$ cat config.mk
export PLATFORM = sky130hd
export DESIGN_NAME = dgf_frame_detect
export DESIGN_NICKNAME = d
export VERILOG_FILES = /design/src/rtl/dgf_pkg.sv /design/src/rtl/dgf_sync.sv /design/src/rtl/dgf_gap_timer.sv /design/src/rtl/dgf_line_track.sv /design/src/rtl/dgf_frame_detect.sv
export SDC_FILE = /design/constraint.sdc
export NUM_CORES = 1
export LEC_CHECK = 0
export BUFFER_PORTS_ARGS = -buffer_cell sky130_fd_sc_hd__buf_2
export CORE_MARGIN = 2
export CORE_UTILIZATION = 61
export DETAILED_ROUTE_END_ITERATION = 8
export GPL_TIMING_DRIVEN = 0
export PLACE_DENSITY_LB_ADDON = 0.15
export SKIP_CTS_REPAIR_TIMING = 1
export SYNTH_ARGS = -nofsm -noshare
export SYNTH_HDL_FRONTEND = slang
export SYNTH_SLANG_ARGS = --single-unit
$ cat constraint.sdc
create_clock -name clk -period 3.1 [get_ports clk]
set_input_delay 0.465 -clock clk [delete_from_list [all_inputs] [get_ports clk]]
set_output_delay 0.465 -clock clk [all_outputs]
set_load 0.01 [all_outputs]
$ cat src/rtl/dgf_pkg.sv
package dgf_pkg;
  // Event classification of one synchronised enable edge.
  typedef enum logic [1:0] {
    EV_NONE  = 2'd0,
    EV_LINE  = 2'd1,
    EV_FRAME = 2'd2
  } dgf_event_e;
endpackage

$ cat src/rtl/dgf_sync.sv
module dgf_sync #(
  parameter int STAGES = 2
) (
  input  logic clk,
  input  logic rst,
  input  logic d_async,
  output logic d_sync
);
  logic [STAGES-1:0] chain_q;

  generate
    if (STAGES == 1) begin : g_one
      always_ff @(posedge clk) begin
        if (rst) chain_q <= '0;
        else     chain_q <= d_async;
      end
    end else begin : g_many
      always_ff @(posedge clk) begin
        if (rst) chain_q <= '0;
        else     chain_q <= {chain_q[STAGES-2:0], d_async};
      end
    end
  endgenerate

  assign d_sync = chain_q[STAGES-1];
endmodule

$ cat src/rtl/dgf_gap_timer.sv
module dgf_gap_timer #(
  parameter int GAP_CLKS = 2048
) (
  input  logic clk,
  input  logic rst,
  input  logic de_s,
  output logic de_rise,
  output logic gap_long
);
  localparam int GW = $clog2(GAP_CLKS + 2);
  localparam logic [GW-1:0] LIM_V = GW'(GAP_CLKS + 1);
  localparam logic [GW-1:0] THR_V = GW'(GAP_CLKS);

  logic          de_d;
  logic [GW-1:0] gap_q;

  always_ff @(posedge clk) begin
    if (rst) begin
      de_d  <= 1'b0;
      gap_q <= '0;
    end else begin
      de_d <= de_s;
      if (de_s)               gap_q <= '0;
      else if (gap_q != LIM_V) gap_q <= gap_q + 1'b1;
    end
  end

  assign de_rise  = de_s & ~de_d;
  assign gap_long = (gap_q > THR_V);

  // a saturated counter stays saturated while the enable is low
  assert_gap_sat_R3: assert property (@(posedge clk) disable iff (rst)
    (!de_s && gap_q == LIM_V) |=> (gap_q == LIM_V));
  // any high enable clears the low-run count
  assert_gap_clear_R3: assert property (@(posedge clk) disable iff (rst)
    de_s |=> (gap_q == '0));
endmodule

$ cat src/rtl/dgf_line_track.sv
module dgf_line_track
  import dgf_pkg::*;
#(
  parameter int LINE_W = 10,
  parameter int CLK_W  = 12
) (
  input  logic              clk,
  input  logic              rst,
  input  dgf_event_e        ev,
  output logic              frame_stb,
  output logic              line_stb,
  output logic [LINE_W-1:0] idx,
  output logic [LINE_W-1:0] lines,
  output logic              lines_vld,
  output logic [CLK_W-1:0]  period
);
  localparam logic [LINE_W-1:0] LMAX = '1;
  localparam logic [CLK_W-1:0]  CMAX = '1;

  function automatic logic [LINE_W-1:0] inc_line(input logic [LINE_W-1:0] v);
    return (v == LMAX) ? v : v + 1'b1;
  endfunction

  function automatic logic [CLK_W-1:0] inc_clk(input logic [CLK_W-1:0] v);
    return (v == CMAX) ? v : v + 1'b1;
  endfunction

  logic             in_frame_q;
  logic [CLK_W-1:0] since_q;

  always_ff @(posedge clk) begin
    if (rst) begin
      frame_stb  <= 1'b0;
      line_stb   <= 1'b0;
      idx        <= '0;
      lines      <= '0;
      lines_vld  <= 1'b0;
      period     <= '0;
      in_frame_q <= 1'b0;
      since_q    <= '0;
    end else begin
      frame_stb <= (ev == EV_FRAME);
      line_stb  <= (ev == EV_LINE);
      if (ev == EV_NONE) since_q <= inc_clk(since_q);
      else               since_q <= '0;
      case (ev)
        EV_FRAME: begin
          idx        <= '0;
          in_frame_q <= 1'b1;
          if (in_frame_q) begin
            lines     <= inc_line(idx);
            lines_vld <= 1'b1;
          end
        end
        EV_LINE: begin
          idx    <= inc_line(idx);
          period <= inc_clk(since_q);
        end
        default: ;
      endcase
    end
  end

  // strobes never repeat on consecutive cycles
  assert_frame_one_cycle_R4: assert property (@(posedge clk) disable iff (rst)
    frame_stb |=> !frame_stb);
  assert_line_one_cycle_R4: assert property (@(posedge clk) disable iff (rst)
    line_stb |=> !line_stb);
  // valid flag never drops outside reset
  assert_valid_sticky_R7: assert property (@(posedge clk) disable iff (rst)
    !$fell(lines_vld));
endmodule

$ cat src/rtl/dgf_frame_detect.sv
module dgf_frame_detect
  import dgf_pkg::*;
#(
  parameter int GAP_CLKS = 2048,
  parameter int LINE_W   = 10,
  parameter int CLK_W    = 12
) (
  input  logic              clk,
  input  logic              rst,
  input  logic              de_in,
  output logic              frame_start,
  output logic              line_start,
  output logic [LINE_W-1:0] line_idx,
  output logic [LINE_W-1:0] frame_lines,
  output logic              frames_valid,
  output logic [CLK_W-1:0]  line_clks
);
  localparam logic [LINE_W-1:0] LMAX = '1;

  logic       de_s;
  logic       de_rise;
  logic       gap_long;
  dgf_event_e ev;

  dgf_sync #(.STAGES(2)) i_sync (
    .clk(clk), .rst(rst), .d_async(de_in), .d_sync(de_s)
  );

  dgf_gap_timer #(.GAP_CLKS(GAP_CLKS)) i_gap (
    .clk(clk), .rst(rst), .de_s(de_s), .de_rise(de_rise), .gap_long(gap_long)
  );

  always_comb begin
    if (!de_rise)      ev = EV_NONE;
    else if (gap_long) ev = EV_FRAME;
    else               ev = EV_LINE;
  end

  dgf_line_track #(.LINE_W(LINE_W), .CLK_W(CLK_W)) i_track (
    .clk(clk), .rst(rst), .ev(ev),
    .frame_stb(frame_start), .line_stb(line_start), .idx(line_idx),
    .lines(frame_lines), .lines_vld(frames_valid), .period(line_clks)
  );

  // a frame start leaves the index at zero
  assert_idx_zero_R5: assert property (@(posedge clk) disable iff (rst)
    frame_start |-> (line_idx == '0));
  // a line start advances the index by one or holds it at the ceiling
  assert_idx_step_R6: assert property (@(posedge clk) disable iff (rst)
    line_start |-> (line_idx == $past(line_idx) + 1'b1 || line_idx == LMAX));
  // line count changes only with a frame start
  assert_lines_hold_R7: assert property (@(posedge clk) disable iff (rst)
    !frame_start |-> $stable(frame_lines));
  // line spacing changes only with a line start
  assert_period_hold_R8: assert property (@(posedge clk) disable iff (rst)
    !line_start |-> $stable(line_clks));
endmodule

# ---- Word level (Yosys, flattened, before mapping)
# Cells that the tools add are included.
# Widths: inputs -> output; s select.
dict set report classes {
  addsub 3
  n_lt_le_gt_ge 1
  n_eq_ne 5
  mux 5
  bitwise_logic 3
  n_reduce_logical 5
}
# cell n
set ops {}
lappend ops {{$add 12x1->12 const B} 2}
lappend ops {{$pmux 10 s2} 1}
lappend ops {{$eq 12x12->1 const B} 1}
lappend ops {{$gt 12x12->1 const B} 1}
lappend ops {{$mux 12} 1}
lappend ops {{$ne 12x12->1 const B} 1}
lappend ops {{$add 10x1->10 const B} 1}
lappend ops {{$eq 10x10->1 const B} 1}
lappend ops {{$mux 10} 1}
lappend ops {{$mux 2} 2}
lappend ops {{$reduce_or 2->1} 2}
lappend ops {{$eq 2x1->1 const B} 1}
lappend ops {{$eq 2x2->1 const B} 1}
lappend ops {{$logic_not 2->1} 1}
lappend ops {{$not 1->1} 2}
lappend ops {{$reduce_and 2->1} 1}
lappend ops {{$reduce_bool 2->1} 1}
lappend ops {{$and 1x1->1} 1}
dict set report word_totals {
  register_bits 63
  input_bits 3
  output_inout_bits 35
}

# ---- Depth between registers and ports, before layout
dict set report depth {
  depth_word 6
  depth_mapped 10
  ltp_nobuf 9
}

# ---- Modules after synthesis
# Synthesis repeated with hierarchy kept, for this count alone.
dict set report unflattened {
  hier_cells 359
  area_unflattened_um2 3061.7
}
# module instances cells_each area_each_um2 seq_area_each_um2
set modules_own_cells {}
lappend modules_own_cells {dgf_line_track 1 278 2323.5 960.9}
lappend modules_own_cells {dgf_gap_timer 1 75 669.4 260.2}
lappend modules_own_cells {dgf_sync 1 4 52.6 40.0}
lappend modules_own_cells {dgf_frame_detect 1 2 16.3 0.0}

# ---- Worst setup path after synthesis
# No wires, ideal clock.
dict set report synth_timing {
  path_kind {register to register}
  from {register i_gap.gap_q[9]}
  to {register i_track.lines[2]}
  t_arrival_ps 1877
  t_required_ps 2968
  setup_slack_ps 1091
  stages_incl_launch_ff 7
  n_path_buf 1
  path_cell_list {dfxtp_1 -> or4b_4 -> o41a_4 -> and3_1 -> buf_2 -> o211ai_1 -> a21oi_1}
}
dict set report synth_between {
  elab_chain_cells 5
}
# element line_no
set synth_rtl {}
lappend synth_rtl {{start, declared} dgf_gap_timer.sv:15} ;# logic [GW-1:0] gap_q;
lappend synth_rtl {{start signal, assigned} dgf_gap_timer.sv:24} ;# else if (gap_q != LIM_V) gap_q <= gap_q + 1'b1;
lappend synth_rtl {{$gt 12x12->1} dgf_gap_timer.sv:29} ;# assign gap_long = (gap_q > THR_V);
lappend synth_rtl {{$mux 2} dgf_frame_detect.sv:35} ;# else if (gap_long) ev = EV_FRAME;
lappend synth_rtl {{$mux 2} dgf_frame_detect.sv:34} ;# if (!de_rise) ev = EV_NONE;
lappend synth_rtl {{$eq 2x2->1} dgf_line_track.sv:46} ;# case (ev)
lappend synth_rtl {{$reduce_and 2->1 (no source line)} n/a}
lappend synth_rtl {{end signal, assigned} dgf_line_track.sv:51} ;# lines <= inc_line(idx);
lappend synth_rtl {{end, declared} dgf_line_track.sv:13} ;# output logic [LINE_W-1:0] lines,
# Every way passes these cells.
# A chain may end at the register's enable or synchronous reset.

# ---- Worst setup path in the final report
# Ends and elaborated chain as after synthesis.

==> run_results.csv <==
group,metric,value,unit
synthesis,synthAdderAreaFrac,0.0229,
timing,rsz0062_at_grt,"no",
synthesis,yosysWarnings,0,
synthesis,yosys.cell_types.count,49,
synthesis,ys_ff_latch,63,
synthesis,yosysMostFrequentCell,"dfxtp_1",
finish,syn2layout_area_growth,16.6,%
critical_path,crit_type,"flop to flop",
synthesis,synthesis.nets,314,
synthesis,synth_xor_xnor_area_share,0.0481,
placed_design,finalWeightedCongestion,0.904,
critical_path,r2r_slack,0.92,ns
routing,drt_wl_total,5970,µm
routing,vias,2312,
critical_path,startpoint_type,"flop",
placed_design,place_ws,0.935,ns
timing,tightest_slew,0.652,ns
outcome,status,"finished clean",
critical_path,crit_path_top_delay_cell,"or4b_4",
clock_network,clk_pin_slew,0.07,ns
synthesis,ys_seq_area_frac,0.462,
timing,fin_ws,0.915,ns
clock_network,cts_tree,"done",
timing,finalClockSkew,0.00975,ns
timing,hold_viol_final,0,
finish,nets,361,
synthesis,netlist_instances,306,
timing,fin_tns_setup,0,ns
routing,detail_route.iter0.violations,134,
synthesis,synth_top_area_frac,0.462,
die,die_x,70.9,µm
routing,drc,0,
pwr,p_leak,1.35,nW
critical_path,required,3.31,ns
critical_path,cp_max_fo,10,
timing,finalCritPeriodShare,0.705,
die,die_h,70.9,µm
finish,layout.cells.non_filler,410,
clock_network,numClockSinks,63,
synthesis,synth_area,2730,µm²
grt,grt_pass1_wl,9860,µm
pwr,power_density,519,nW/µm²
clock_network,clock_path_buffers,2,
synthesis,synth_mux_area_frac,0.0302,
grt,grt_usage,0.249,
synthesis,synth-edff-count,0,
critical_path,cpPeakStageDelay,0.55,ns
synthesis,synth_ff_type,"dfxtp_1",
grt,grt_max_degree,11,
placed_design,hpwl,4020,µm
critical_path,crit_family,"simple AND/OR/NAND/NOR gates",
placed_design,port_buffers,36,
placed_design,dp_cells,394,
clock_network,cts_buffers,9,
die,ios,38,
routing,dr.pass1.iters,4,
grt,overflow,0,
routing,vias_per_cell,5.64,
clock_network,root_buffer,"clkbuf_8",
timing,fin_crit,2.18,ns
clock_network,h-tree-depth,3,
critical_path,arrival,2.39,ns
synthesis,synth_compound_area_frac,0.141,
synthesis,synth_largest_area_cell,"dfxtp_1",
die,initial_utilization,0.632,
synthesis,synthTopCellsByArea,"dfxtp_1 (46%), nor2_1 (4.9%), a21oi_1 (4.8%)",
timing,relSlewSlack,0.561,
synthesis,async_flop_share,0,
synthesis,synthTopCellsByCount,"dfxtp_1 (63), nor2_1 (36), nand2_1 (31), a21oi_1 (26)",
pwr,vdd_drop_max,0.362,mV
job,maxCapViolCount,0,
min_path,hold_path_class,"input port to flop",
synthesis,synth_simple_gate_area_frac,0.259,
timing,maxSlewViolCount,0,
critical_path,crit_chain,"or4b_4 > o41a_4 > and3_1 > buf_2 > o211ai_1 > a21oi_1",
routing,ant_nets,0,
finish,utilization,0.737,
synthesis,synth_top_family_by_area,"simple AND/OR/NAND/NOR gates",
timing,report.final.setup_viol,0,
timing,fmax,458,MHz
critical_path,path_buf_inv,1,
pwr,totalPowerFinal,1.65,mW
die,core-area,4320,µm²
grt,grt_pass1_vias,2198,
synthesis,syn_area_per_cell,8.93,µm²
die,rows,24,
routing,post_drt_wl_per_cell,14.6,µm
clock_network,insertion_delay,0.35,ns
die,dieArea,5030,µm²
finish,antenna_cells,0,
finish,drive_gt1_frac,0.198,
critical_path,cp-end-kind,"flop",
finish,fill_cells,326,
grt,antenna_found_initial,0,
[logic make-up (layout without fill, tap and decap cells)]
group / after synthesis / count (layout)
flops: 63 / 63
mux: 8 / 8
fa+ha+maj: 5 / 5
simple gates: 136 / 136
compound gates: 59 / 59
buf+inv: 20 / 72
xor+xnor: 15 / 15
[state kept, by name, indices dropped and copies added, names as in the netlist]
name	cells
i_track.period	12
i_gap.gap_q	12
i_track.since_q	12
i_track.lines	10
i_track.in_frame_q	1
i_track.line_stb	1
i_sync.chain_q	2
i_track.idx	10
i_gap.de_d	1
i_track.frame_stb	1
i_track.lines_vld	1
[path summary, 6_finish.rpt]
| check | startpoint | to | depth (start not counted) |
|---|---|---|---|
| min reg2reg | i_sync.chain_q[0]$_SDFF_PP0_ | i_sync.chain_q[1]$_SDFF_PP0_ | 1 |
| max | i_gap.gap_q[9]$_SDFFE_PP0P_ | i_track.lines[2]$_SDFFE_PP0P_ | 6 |
| max reg2reg | i_gap.gap_q[9]$_SDFFE_PP0P_ | i_track.lines[2]$_SDFFE_PP0P_ | 6 |
| min | de_in | i_sync.chain_q[0]$_SDFF_PP0_ | 2 |
[report_power, final]
part | internal (mW) | switching (mW)
logic | 0.0276 | 0.0483
clock network | 0.435 | 0.310
registers | 0.822 | 0.0106
total | 1.28 | 0.369
[worst reg2reg max path: cells and delay by family (launching register included)]
family	cells	cell delay, ns
AO/OA/AOI/OAI	3	0.71
AND/OR/NAND/NOR	2	0.80
flip-flops	1	0.34
buffers and inverters	1	0.20
[layout make-up]
type / count / area (µm²) / area share
clock buffers: 13 / 169 / 0.0530
multi-input cells: 223 / 1370 / 0.430
well taps: 52 / 65.1 / 0.0204
inverters: 8 / 35.0 / 0.0110
flip-flops and latches: 63 / 1260 / 0.396
clock inverters: 3 / 40.0 / 0.0126
repair buffers: 36 / 180 / 0.0565
plain buffers: 12 / 66.3 / 0.0208
[layout by cell type (no fill, tap or decap), types with 4 or more instances in the layout]
cell,count
clkbuf_8,12
nand3_1,15
xor2_1,7
mux2i_1,6
nand2b_1,5
and3_1,15
dfxtp_1,63
o22ai_1,4
clkbuf_1,10
a21oi_1,26
nand4_1,6
nor2b_1,4
buf_2,37
a211oi_1,4
ha_1,5
or2_2,4
nand2_1,31
xnor2_1,8
nor3_1,4
inv_1,6
o21ai_0,5
nor2_1,36
[stage by stage]
stage / hold WS, ns / cell area (µm²)
floorplan: 0.414 / 2730
global placement: 0.427 / 2980
detailed placement: 0.438 / 2980
CTS: 0.332 / 3190
global route: 0.347 / 3190
finish: 0.342 / 3190
[metal layers]
| layer | vias up | global-route usage | part of all wire |
|---|---|---|---|
| li1 | 1160 | - | - |
| met1 | 1088 | 0.316 | 0.46 |
| met2 | 58 | 0.398 | 0.47 |
| met3 | 6 | 0.0883 | 0.056 |
| met4 | 0 | 0.0839 | 0.0094 |
| met5 | - | 0 | 0 |
No activity file was read; power rests on OpenSTA's default activity.
